File: src/rtl/mbx_pkg.sv
package mbx_pkg;
  localparam int WORD_W  = 32;
  localparam int PTR_W   = 8;
  localparam int B_IE    = 0;
  localparam int B_IS    = 1;
  localparam int B_IG    = 2;
  localparam int B_RDY   = 3;
  localparam int B_RST   = 4;
  localparam int B_OVF   = 5;

  typedef enum logic [1:0] {
    SEL_SEND  = 2'd0,
    SEL_OWN   = 2'd1,
    SEL_RECV  = 2'd2,
    SEL_PEER  = 2'd3
  } mbx_sel_e;
endpackage

File: src/rtl/mbx_ring.sv
module mbx_ring #(
  parameter int DEPTH = 8
) (
  input  logic                       clk,
  input  logic                       rst,
  input  logic                       clr,
  input  logic                       push,
  input  logic [mbx_pkg::WORD_W-1:0] push_data,
  input  logic                       pop,
  output logic                       pop_ok,
  output logic                       push_drop,
  output logic [mbx_pkg::PTR_W-1:0]  wptr,
  output logic [mbx_pkg::PTR_W-1:0]  rptr,
  output logic [mbx_pkg::WORD_W-1:0] pop_data
);
  import mbx_pkg::*;
  localparam int IDX_W = $clog2(DEPTH);

  logic [WORD_W-1:0] mem [DEPTH];
  logic [PTR_W-1:0]  wp_q, rp_q, filled;
  logic              full, empty, push_ok;

  assign filled    = wp_q - rp_q;
  assign full      = (filled == PTR_W'(DEPTH));
  assign empty     = (filled == '0);
  assign push_ok   = push && !full && !clr;
  assign push_drop = push && full && !clr;
  assign pop_ok    = pop && !empty && !clr;

  always_ff @(posedge clk) begin
    if (rst || clr) begin
      wp_q <= '0;
      rp_q <= '0;
    end else begin
      if (push_ok) wp_q <= wp_q + 1'b1;
      if (pop_ok)  rp_q <= rp_q + 1'b1;
    end
  end

  always_ff @(posedge clk) begin
    if (push_ok) mem[wp_q[IDX_W-1:0]] <= push_data;
  end

  always_ff @(posedge clk) begin
    if (pop_ok) pop_data <= mem[rp_q[IDX_W-1:0]];
  end

  assign wptr = wp_q;
  assign rptr = rp_q;

  // occupancy bound
  assert_occupancy_bound_R3: assert property (@(posedge clk) disable iff (rst)
    filled <= PTR_W'(DEPTH));
  // a dropped push leaves the write pointer where it was
  assert_drop_holds_wptr_R5: assert property (@(posedge clk) disable iff (rst)
    (push && full && !clr) |=> (wp_q == $past(wp_q)));
  // an empty pop leaves the read pointer where it was
  assert_empty_pop_holds_rptr_R6: assert property (@(posedge clk) disable iff (rst)
    (pop && empty && !clr) |=> $stable(rp_q));
  // a held reset bit zeroes both pointers
  assert_clear_zeroes_R10: assert property (@(posedge clk) disable iff (rst)
    clr |=> (wp_q == '0 && rp_q == '0));
endmodule

File: src/rtl/mbx_ctrl.sv
module mbx_ctrl #(
  parameter int DEPTH = 8
) (
  input  logic                       clk,
  input  logic                       rst,
  input  logic                       wr_en,
  input  logic                       rd_en,
  input  logic [1:0]                 addr,
  input  logic [mbx_pkg::WORD_W-1:0] wdata,
  output logic [mbx_pkg::WORD_W-1:0] rdata,
  output logic                       irq,
  output logic                       push,
  output logic [mbx_pkg::WORD_W-1:0] push_data,
  output logic                       pop,
  input  logic                       pop_ok,
  input  logic [mbx_pkg::WORD_W-1:0] pop_data,
  input  logic [mbx_pkg::PTR_W-1:0]  ring_wptr,
  input  logic [mbx_pkg::PTR_W-1:0]  ring_rptr,
  input  logic                       push_drop,
  output logic                       bell_out,
  input  logic                       bell_in,
  output logic                       clr,
  output logic [mbx_pkg::WORD_W-1:0] csr_out,
  input  logic [mbx_pkg::WORD_W-1:0] peer_csr
);
  import mbx_pkg::*;

  mbx_sel_e          sel;
  logic              csr_wr;
  logic              ie_q, is_q, rdy_q, rb_q, ovf_q;
  logic              use_mem_q;
  logic [WORD_W-1:0] snap_q;

  assign sel       = mbx_sel_e'(addr);
  assign csr_wr    = wr_en && (sel == SEL_OWN);
  assign push      = wr_en && (sel == SEL_SEND);
  assign push_data = wdata;
  assign pop       = rd_en && (sel == SEL_RECV);
  assign bell_out  = csr_wr && wdata[B_IG];
  assign clr       = rb_q;

  always_ff @(posedge clk) begin
    if (rst) begin
      ie_q  <= 1'b0;
      is_q  <= 1'b0;
      rdy_q <= 1'b0;
      rb_q  <= 1'b0;
      ovf_q <= 1'b0;
    end else begin
      if (csr_wr) begin
        ie_q  <= wdata[B_IE];
        rdy_q <= wdata[B_RDY];
        rb_q  <= wdata[B_RST];
      end
      is_q  <= bell_in   || (is_q  && !(csr_wr && wdata[B_IS]));
      ovf_q <= push_drop || (ovf_q && !(csr_wr && wdata[B_OVF]));
    end
  end

  assign csr_out = {PTR_W'(DEPTH), ring_wptr, ring_rptr, 2'b00,
                    ovf_q, rb_q, rdy_q && !rb_q, 1'b0, is_q, ie_q};

  always_ff @(posedge clk) begin
    if (rst) begin
      use_mem_q <= 1'b0;
      snap_q    <= '0;
    end else if (rd_en) begin
      use_mem_q <= pop_ok;
      unique case (sel)
        SEL_OWN:  snap_q <= csr_out;
        SEL_PEER: snap_q <= peer_csr;
        default:  snap_q <= '0;
      endcase
    end
  end

  assign rdata = use_mem_q ? pop_data : snap_q;
  assign irq   = ie_q && is_q;

  // a doorbell from the peer always lands in interrupt status
  assert_bell_sets_status_R7: assert property (@(posedge clk) disable iff (rst)
    bell_in |=> is_q);
  // a dropped push raises the sticky overflow flag
  assert_drop_sets_ovf_R5: assert property (@(posedge clk) disable iff (rst)
    push_drop |=> ovf_q);
endmodule

File: src/rtl/mbx_doorbell.sv
module mbx_doorbell #(
  parameter int DEPTH = 8
) (
  input  logic        clk,
  input  logic        rst,
  input  logic        h_wr,
  input  logic        h_rd,
  input  logic [1:0]  h_addr,
  input  logic [31:0] h_wdata,
  output logic [31:0] h_rdata,
  output logic        h_irq,
  input  logic        e_wr,
  input  logic        e_rd,
  input  logic [1:0]  e_addr,
  input  logic [31:0] e_wdata,
  output logic [31:0] e_rdata,
  output logic        e_irq
);
  import mbx_pkg::*;

  logic              wr_en   [2];
  logic              rd_en   [2];
  logic [1:0]        addr    [2];
  logic [WORD_W-1:0] wdata   [2];
  logic [WORD_W-1:0] rdata   [2];
  logic              irq     [2];
  logic              push    [2];
  logic              pop     [2];
  logic              pop_ok  [2];
  logic              drop    [2];
  logic              bell    [2];
  logic              clr     [2];
  logic [WORD_W-1:0] push_d  [2];
  logic [WORD_W-1:0] pop_d   [2];
  logic [WORD_W-1:0] csr     [2];
  logic [PTR_W-1:0]  wptr    [2];
  logic [PTR_W-1:0]  rptr    [2];

  assign wr_en[0] = h_wr;    assign wr_en[1] = e_wr;
  assign rd_en[0] = h_rd;    assign rd_en[1] = e_rd;
  assign addr[0]  = h_addr;  assign addr[1]  = e_addr;
  assign wdata[0] = h_wdata; assign wdata[1] = e_wdata;
  assign h_rdata  = rdata[0];
  assign e_rdata  = rdata[1];
  assign h_irq    = irq[0];
  assign e_irq    = irq[1];

  for (genvar s = 0; s < 2; s++) begin : g_side
    localparam int P = 1 - s;

    mbx_ring #(.DEPTH(DEPTH)) u_ring (
      .clk       (clk),
      .rst       (rst),
      .clr       (clr[s]),
      .push      (push[s]),
      .push_data (push_d[s]),
      .pop       (pop[P]),
      .pop_ok    (pop_ok[s]),
      .push_drop (drop[s]),
      .wptr      (wptr[s]),
      .rptr      (rptr[s]),
      .pop_data  (pop_d[s])
    );

    mbx_ctrl #(.DEPTH(DEPTH)) u_ctrl (
      .clk       (clk),
      .rst       (rst),
      .wr_en     (wr_en[s]),
      .rd_en     (rd_en[s]),
      .addr      (addr[s]),
      .wdata     (wdata[s]),
      .rdata     (rdata[s]),
      .irq       (irq[s]),
      .push      (push[s]),
      .push_data (push_d[s]),
      .pop       (pop[s]),
      .pop_ok    (pop_ok[P]),
      .pop_data  (pop_d[P]),
      .ring_wptr (wptr[s]),
      .ring_rptr (rptr[s]),
      .push_drop (drop[s]),
      .bell_out  (bell[s]),
      .bell_in   (bell[P]),
      .clr       (clr[s]),
      .csr_out   (csr[s]),
      .peer_csr  (csr[P])
    );
  end
endmodule

File: config.mk
export PLATFORM = sky130hd
export DESIGN_NAME = mbx_doorbell
export DESIGN_NICKNAME = d
export VERILOG_FILES = /design/src/rtl/mbx_pkg.sv /design/src/rtl/mbx_ring.sv /design/src/rtl/mbx_ctrl.sv /design/src/rtl/mbx_doorbell.sv
export SDC_FILE = /design/constraint.sdc
export NUM_CORES = 1
export LEC_CHECK = 0
export CORE_MARGIN = 5
export CORE_UTILIZATION = 35
export DETAILED_ROUTE_END_ITERATION = 6
export HOLD_SLACK_MARGIN = 0.1
export PLACE_DENSITY = 0.61
export SLEW_MARGIN = 20
export SYNTH_ARGS = -nofsm -noshare
export SYNTH_HDL_FRONTEND = slang
export SYNTH_SLANG_ARGS = --single-unit
File: constraint.sdc
create_clock -name clk -period 12.8 [get_ports clk]
set_clock_uncertainty 0.1 [all_clocks]
set_input_delay 3.84 -clock clk [delete_from_list [all_inputs] [get_ports clk]]
set_output_delay 3.84 -clock clk [all_outputs]
set_load 0.05 [all_outputs]
# Word-level counts from Yosys, hierarchy flattened
# Memories as Yosys holds them, arrays and structs flattened. A register that Yosys moved wholly into a read port is not among the register bits.
# Index checks and enable logic that the tools add are counted.
dict set report totals {
  n_memories 2
  wordCells 94
  ramBits 512
  ff_bits 108
}
# memory depth width read_ports rd_clocked_by_memory_dff write_ports line
set mem_list {}
lappend mem_list {{g_side[0].u_ring.mem} 8 32 1 1 1 mbx_ring.sv:19} ;# logic [WORD_W-1:0] mem [DEPTH];
lappend mem_list {{g_side[1].u_ring.mem} 8 32 1 1 1 mbx_ring.sv:19}
dict set report op_classes {
  addsub 6
  reduce_logical 52
  n_eq_ne 8
  n_mux 8
}
# op count
set ops {}
lappend ops {{case mux 28 bit (2 select lines)} 2}
lappend ops {{two-way mux 32 bit} 2}
lappend ops {{adder 8 x 1 -> 8 bit (second input constant)} 4}
lappend ops {{logical AND 1 bit} 32}
lappend ops {{== test 8 x 4 -> 1 bit (second input constant)} 2}
lappend ops {{zero test 8 bit} 2}
lappend ops {{subtractor 8 bit} 2}
lappend ops {{zero test 1 bit} 10}
lappend ops {{== test 2 bit (second input constant)} 4}
lappend ops {{logical OR 1 bit} 6}
lappend ops {{== test 2 x 1 -> 1 bit (second input constant)} 2}
lappend ops {{zero test 2 bit} 2}
lappend ops {{two-way mux 1 bit} 4}

# Depth between registers and ports, before layout
dict set report logic_depth {
  word_depth 7
  depth_mapped 13
  depth_no_buf 9
}

# By module
# Synthesis repeated with hierarchy kept, for this count alone.
dict set report hier_totals {
  cells_unflattened 1744
  hier_area_um2 28258.4
}
# module n_inst cells_each seq_area_each_um2 area_per_inst_um2
set by_module_without_submodules {}
lappend by_module_without_submodules {{mbx_ring at g_side[0].u_ring} 1 623 8968.6 11763.8}
lappend by_module_without_submodules {{mbx_ring at g_side[1].u_ring} 1 621 8968.6 11725.0}
lappend by_module_without_submodules {mbx_ctrl 2 250 760.7 2384.8}

# Least setup slack after synthesis
# OpenSTA, ideal clock, no wires.
dict set report synth_timing {
  kind {input-to-reg}
  start {input e_addr[1]}
  end {memory g_side[1].u_ring.mem[4][0] (enable)}
  stages 4
  path_buffers 1
  arrival_ns 8.023
  t_required_ns 12.187
  slack_ns 4.164
  path_cell_list {nor4b_1 -> nand2b_1 -> buf_2 -> nor4b_1}
}
dict set report synth_via {
  elab_chain_cells 6
}
# element line
set synth_rtl {}
lappend synth_rtl {{from (decl)} mbx_doorbell.sv:14} ;# input logic [1:0] e_addr,
lappend synth_rtl {{zero test 2 bit} mbx_ctrl.sv:36} ;# assign push = wr_en && (sel == SEL_SEND);
lappend synth_rtl {{logical AND 1 bit} mbx_ctrl.sv:36}
lappend synth_rtl {{logical AND 1 bit (2 in a row)} mbx_ring.sv:26} ;# assign push_ok = push && !full && !clr;
lappend synth_rtl {{two-way mux 1 bit} mbx_ring.sv:41} ;# if (push_ok) mem[wp_q[IDX_W-1:0]] <= push_data;
lappend synth_rtl {{two-way mux 1 bit (not written as such)} mbx_ring.sv:41}
lappend synth_rtl {{to (decl)} mbx_ring.sv:19}
# No other way between the ends.

# Worst setup path after layout
dict set report layout_timing {
  start {input e_addr[1]}
  end {memory g_side[1].u_ring.mem[4][31] (enable)}
}
# The elaborated chain is that of the path after synthesis.

==> impl_results.md <==
- Register bit total from synthesis: 664
- Most common cell on crit path: buf_4
- Clock buffer count from CTS: 68
- Most frequent cells in the layout: edfxtp_1 (576), nand2_1 (241), clkdlybuf4s50_1 (137), mux4_2 (128), dfxtp_1 (84)
- Status: finished, final reports clean
- Peak supply drop: 0.103 mV
- Critical Path AT: 6780 ps
- CTS root buffer: clkbuf_16
- CTS Hold Bufs: 0
- Port bufs: roughly 140
- Top-level port count: 140
- Max stage delay cell, worst path: nor4b_1
- GR Util All Layers: ~15%
- H-tree depth: 3
- DRC errors left: 0
- Postcts setup bufs: 0
- Pre-CTS WS: ~5400 ps
- Area of the core: 74700 um^2
- Setup CP Type: input pin to flip-flop
- Final hold vios: 0
- Post-placement cell area: 29100 um^2
- Die width: 285 um
- Cells after synthesis: approximately 1600
- Asr flop ratio synth: 0%
- CTS Buffer Depth: 3
- Most common cell after layout, fill and taps aside: edfxtp_1
- Yosys warns: 0
- Clk sinks: about 660
- Slew margin rel.: 26.8%
- Final Core Density: 41.9%
- CP Launch Type: input pin
- Mapped Nets: 1677
- Post-synth top area share: between 60 and 70%
- DR vias: 14300
- Clk pin slew, worst setup/hold paths: roughly 60 ps
- Antenna Nets Post-Route: 0
- WL/cell: 22.5 um
- Layout Nets: 1827
- Synth Cell Area: 26500 um^2
- Area Growth Syn to Fin: 18.2%
- Largest net degree at the start of global routing: 70
- CP Capture Type: flip-flop
- Synth top area cells: edfxtp_1 (65%), mux4_2 (11%), dfxtp_1 (6.7%)
- Layout Cells excl Fill: 2754
- Post-synthesis average cell area: 16.7 um^2
- Initial antenna violation count: 1
- Post-synth cell types: 62
- Static Leak: 10.1 nW
- Synth area leader: edfxtp_1
- Worst Slack Setup Final: 6140 ps
- DRT iter0 DRCs: 1197
- Register-to-register setup slack: 8060 ps
- Worst hold-check path type: flip-flop to flip-flop
- Delay of the slowest cell on the worst path: approximately 900 ps
- Post-CTS sizing: 0
- Clock Latency Late Sink: 600 ps
- Detailed Place HPWL: 37.4 mm
- RSZ-0062 raised after global routing: false
- Worst path cell trace: clkdlybuf4s50_1, buf_4, nor4b_1, nand2b_1, nor4b_2, buf_4
- Final Power: 4.51 mW
- Final Max Slew Viols: 0
- Critical path required time: ~13000 ps
- Top_reg_cell synth: edfxtp_1
- Fmax: 150 MHz
- CP top delay family: simple AND/OR/NAND/NOR gates
- Final period util: around 52%
- Overflow after GRT: 0
- Routability cong.: 0.841
- Pre-antenna DRT Iters: 5
- Seq/Total Area, Yosys: 71.9%
- Vias in the first global route: 14700
- Area of the die: 81300 um^2
- Initial Utilization: 35.5%
- Setup violators final: 0
- Max-cap viol count: 0
- Setup_tns: 0 ps
- Slew @ Worst Pin: 1100 ps
- Die height: 285 um
- Share of cells above drive strength 1: 20.3%
- Buf/Inv on CP: 3
- Placement row count: 100
- EDFF count, synth: 576
- Crit-path max FO: 32
- Antenna fix cells: 0
- Minimum clock period: 6660 ps
- Cell area after layout: 31300 um^2
- Vias per inst: roughly 5.2
- Hold Slack: ~370 ps
- Pwr/cell area: 144 nW/um^2
- CTS tree: done
- Placed cell count: 2632
- First-pass GRT wire length: 93.1 mm
- Routed WL: 61.9 mm
==> flip-flops by register name, indices dropped and copies added, names as in the netlist <==
name	cells
g_side.u_ring.wptr	16
g_side.u_ring.mem	512
g_side.u_ctrl.ie_q	2
g_side.u_ctrl.clr	2
g_side.u_ctrl.ovf_q	2
g_side.u_ctrl.snap_q	44
g_side.u_ctrl.is_q	2
g_side.u_ring.pop_data	64
g_side.u_ring.rptr	16
g_side.u_ctrl.use_mem_q	2
g_side.u_ctrl.rdy_q	2
==> logic make-up (layout without fill, tap and decap cells) <==
logic type,Yosys count,count (layout),synth area share (%)
DFF,664,664,71.9
and+or+nand+nor,420,420,7.12
muxes,205,205,14.1
AOI/OAI and AO/OA,151,151,3.86
buffers and inverters,115,315,1.72
adders and majority gates,18,18,0.850
xor gates and xnor gates,12,12,0.397
==> worst paths after layout <==
kind | start | end | cells past startpoint
setup / recovery | e_addr[1] | g_side[1].u_ring.mem[4][31]$_DFFE_PP_ | 6
hold / removal | g_side[0].u_ctrl.snap_q[3]$_SDFFE_PP0P_ | g_side[0].u_ctrl.snap_q[3]$_SDFFE_PP0P_ | 2
setup reg to reg | g_side[1].u_ring.rptr[1]$_SDFFE_PP0P_ | g_side[1].u_ring.mem[4][31]$_DFFE_PP_ | 11
hold reg to reg | g_side[0].u_ctrl.snap_q[3]$_SDFFE_PP0P_ | g_side[0].u_ctrl.snap_q[3]$_SDFFE_PP0P_ | 2
==> synth_stat cells (all sizes together) (3+ instances only) <==
library cell and number:
nand4 5, a21o 3, a31o 3, and3 5
nor3b 6, a211oi 5, xor2 4, o21ai 36
and2 25, buf 29, ha 18, o211ai 4
nand3 11, edfxtp 576, dfxtp 88, nand2 241
xnor2 8, a21oi 29, and3b 3, or3 9
mux4 128, clkbuf 61, mux2 68, mux2i 9
a22oi 44, nor2 74, nor3 5, or4 10
nor4 8, o31ai 10, inv 23, nor2b 4
nor4b 3, nand2b 6
==> per-layer routing <==
layer  track usage, %  vias up  share of wire, %
met2             24.7      384                49
met4             4.07        0               1.9
met5                0        -                 0
li1                 -     6434                 -
met1             20.6     7418                43
met3             2.81       74               5.6
==> worst min-delay path: cells and delay by family, from the launching register on <==
kind,cells,cell delay (ps)
flops,1,310
simple gates,1,60
compound gates,1,50
==> power breakdown <==
group	leakage [nW]	total (mW)	internal [mW]	switching, mW
Combinational	3.10	0.186	0.0760	0.110
Clock	1.07	1.94	1.12	0.819
Sequential	5.90	2.38	2.37	0.0122
==> area by class of cell <==
class                           instances  area (um^2)
Fill cell                            6487        43400
Clock inverter                         32          334
Sequential cell                       664        19100
Tap cell                              969         1210
Multi-Input combinational cell        806         7100
Timing Repair Buffer                  170         1650
Inverter                               25         93.8
Clock buffer                           88         1860
Power figures use the tool's default switching activity.
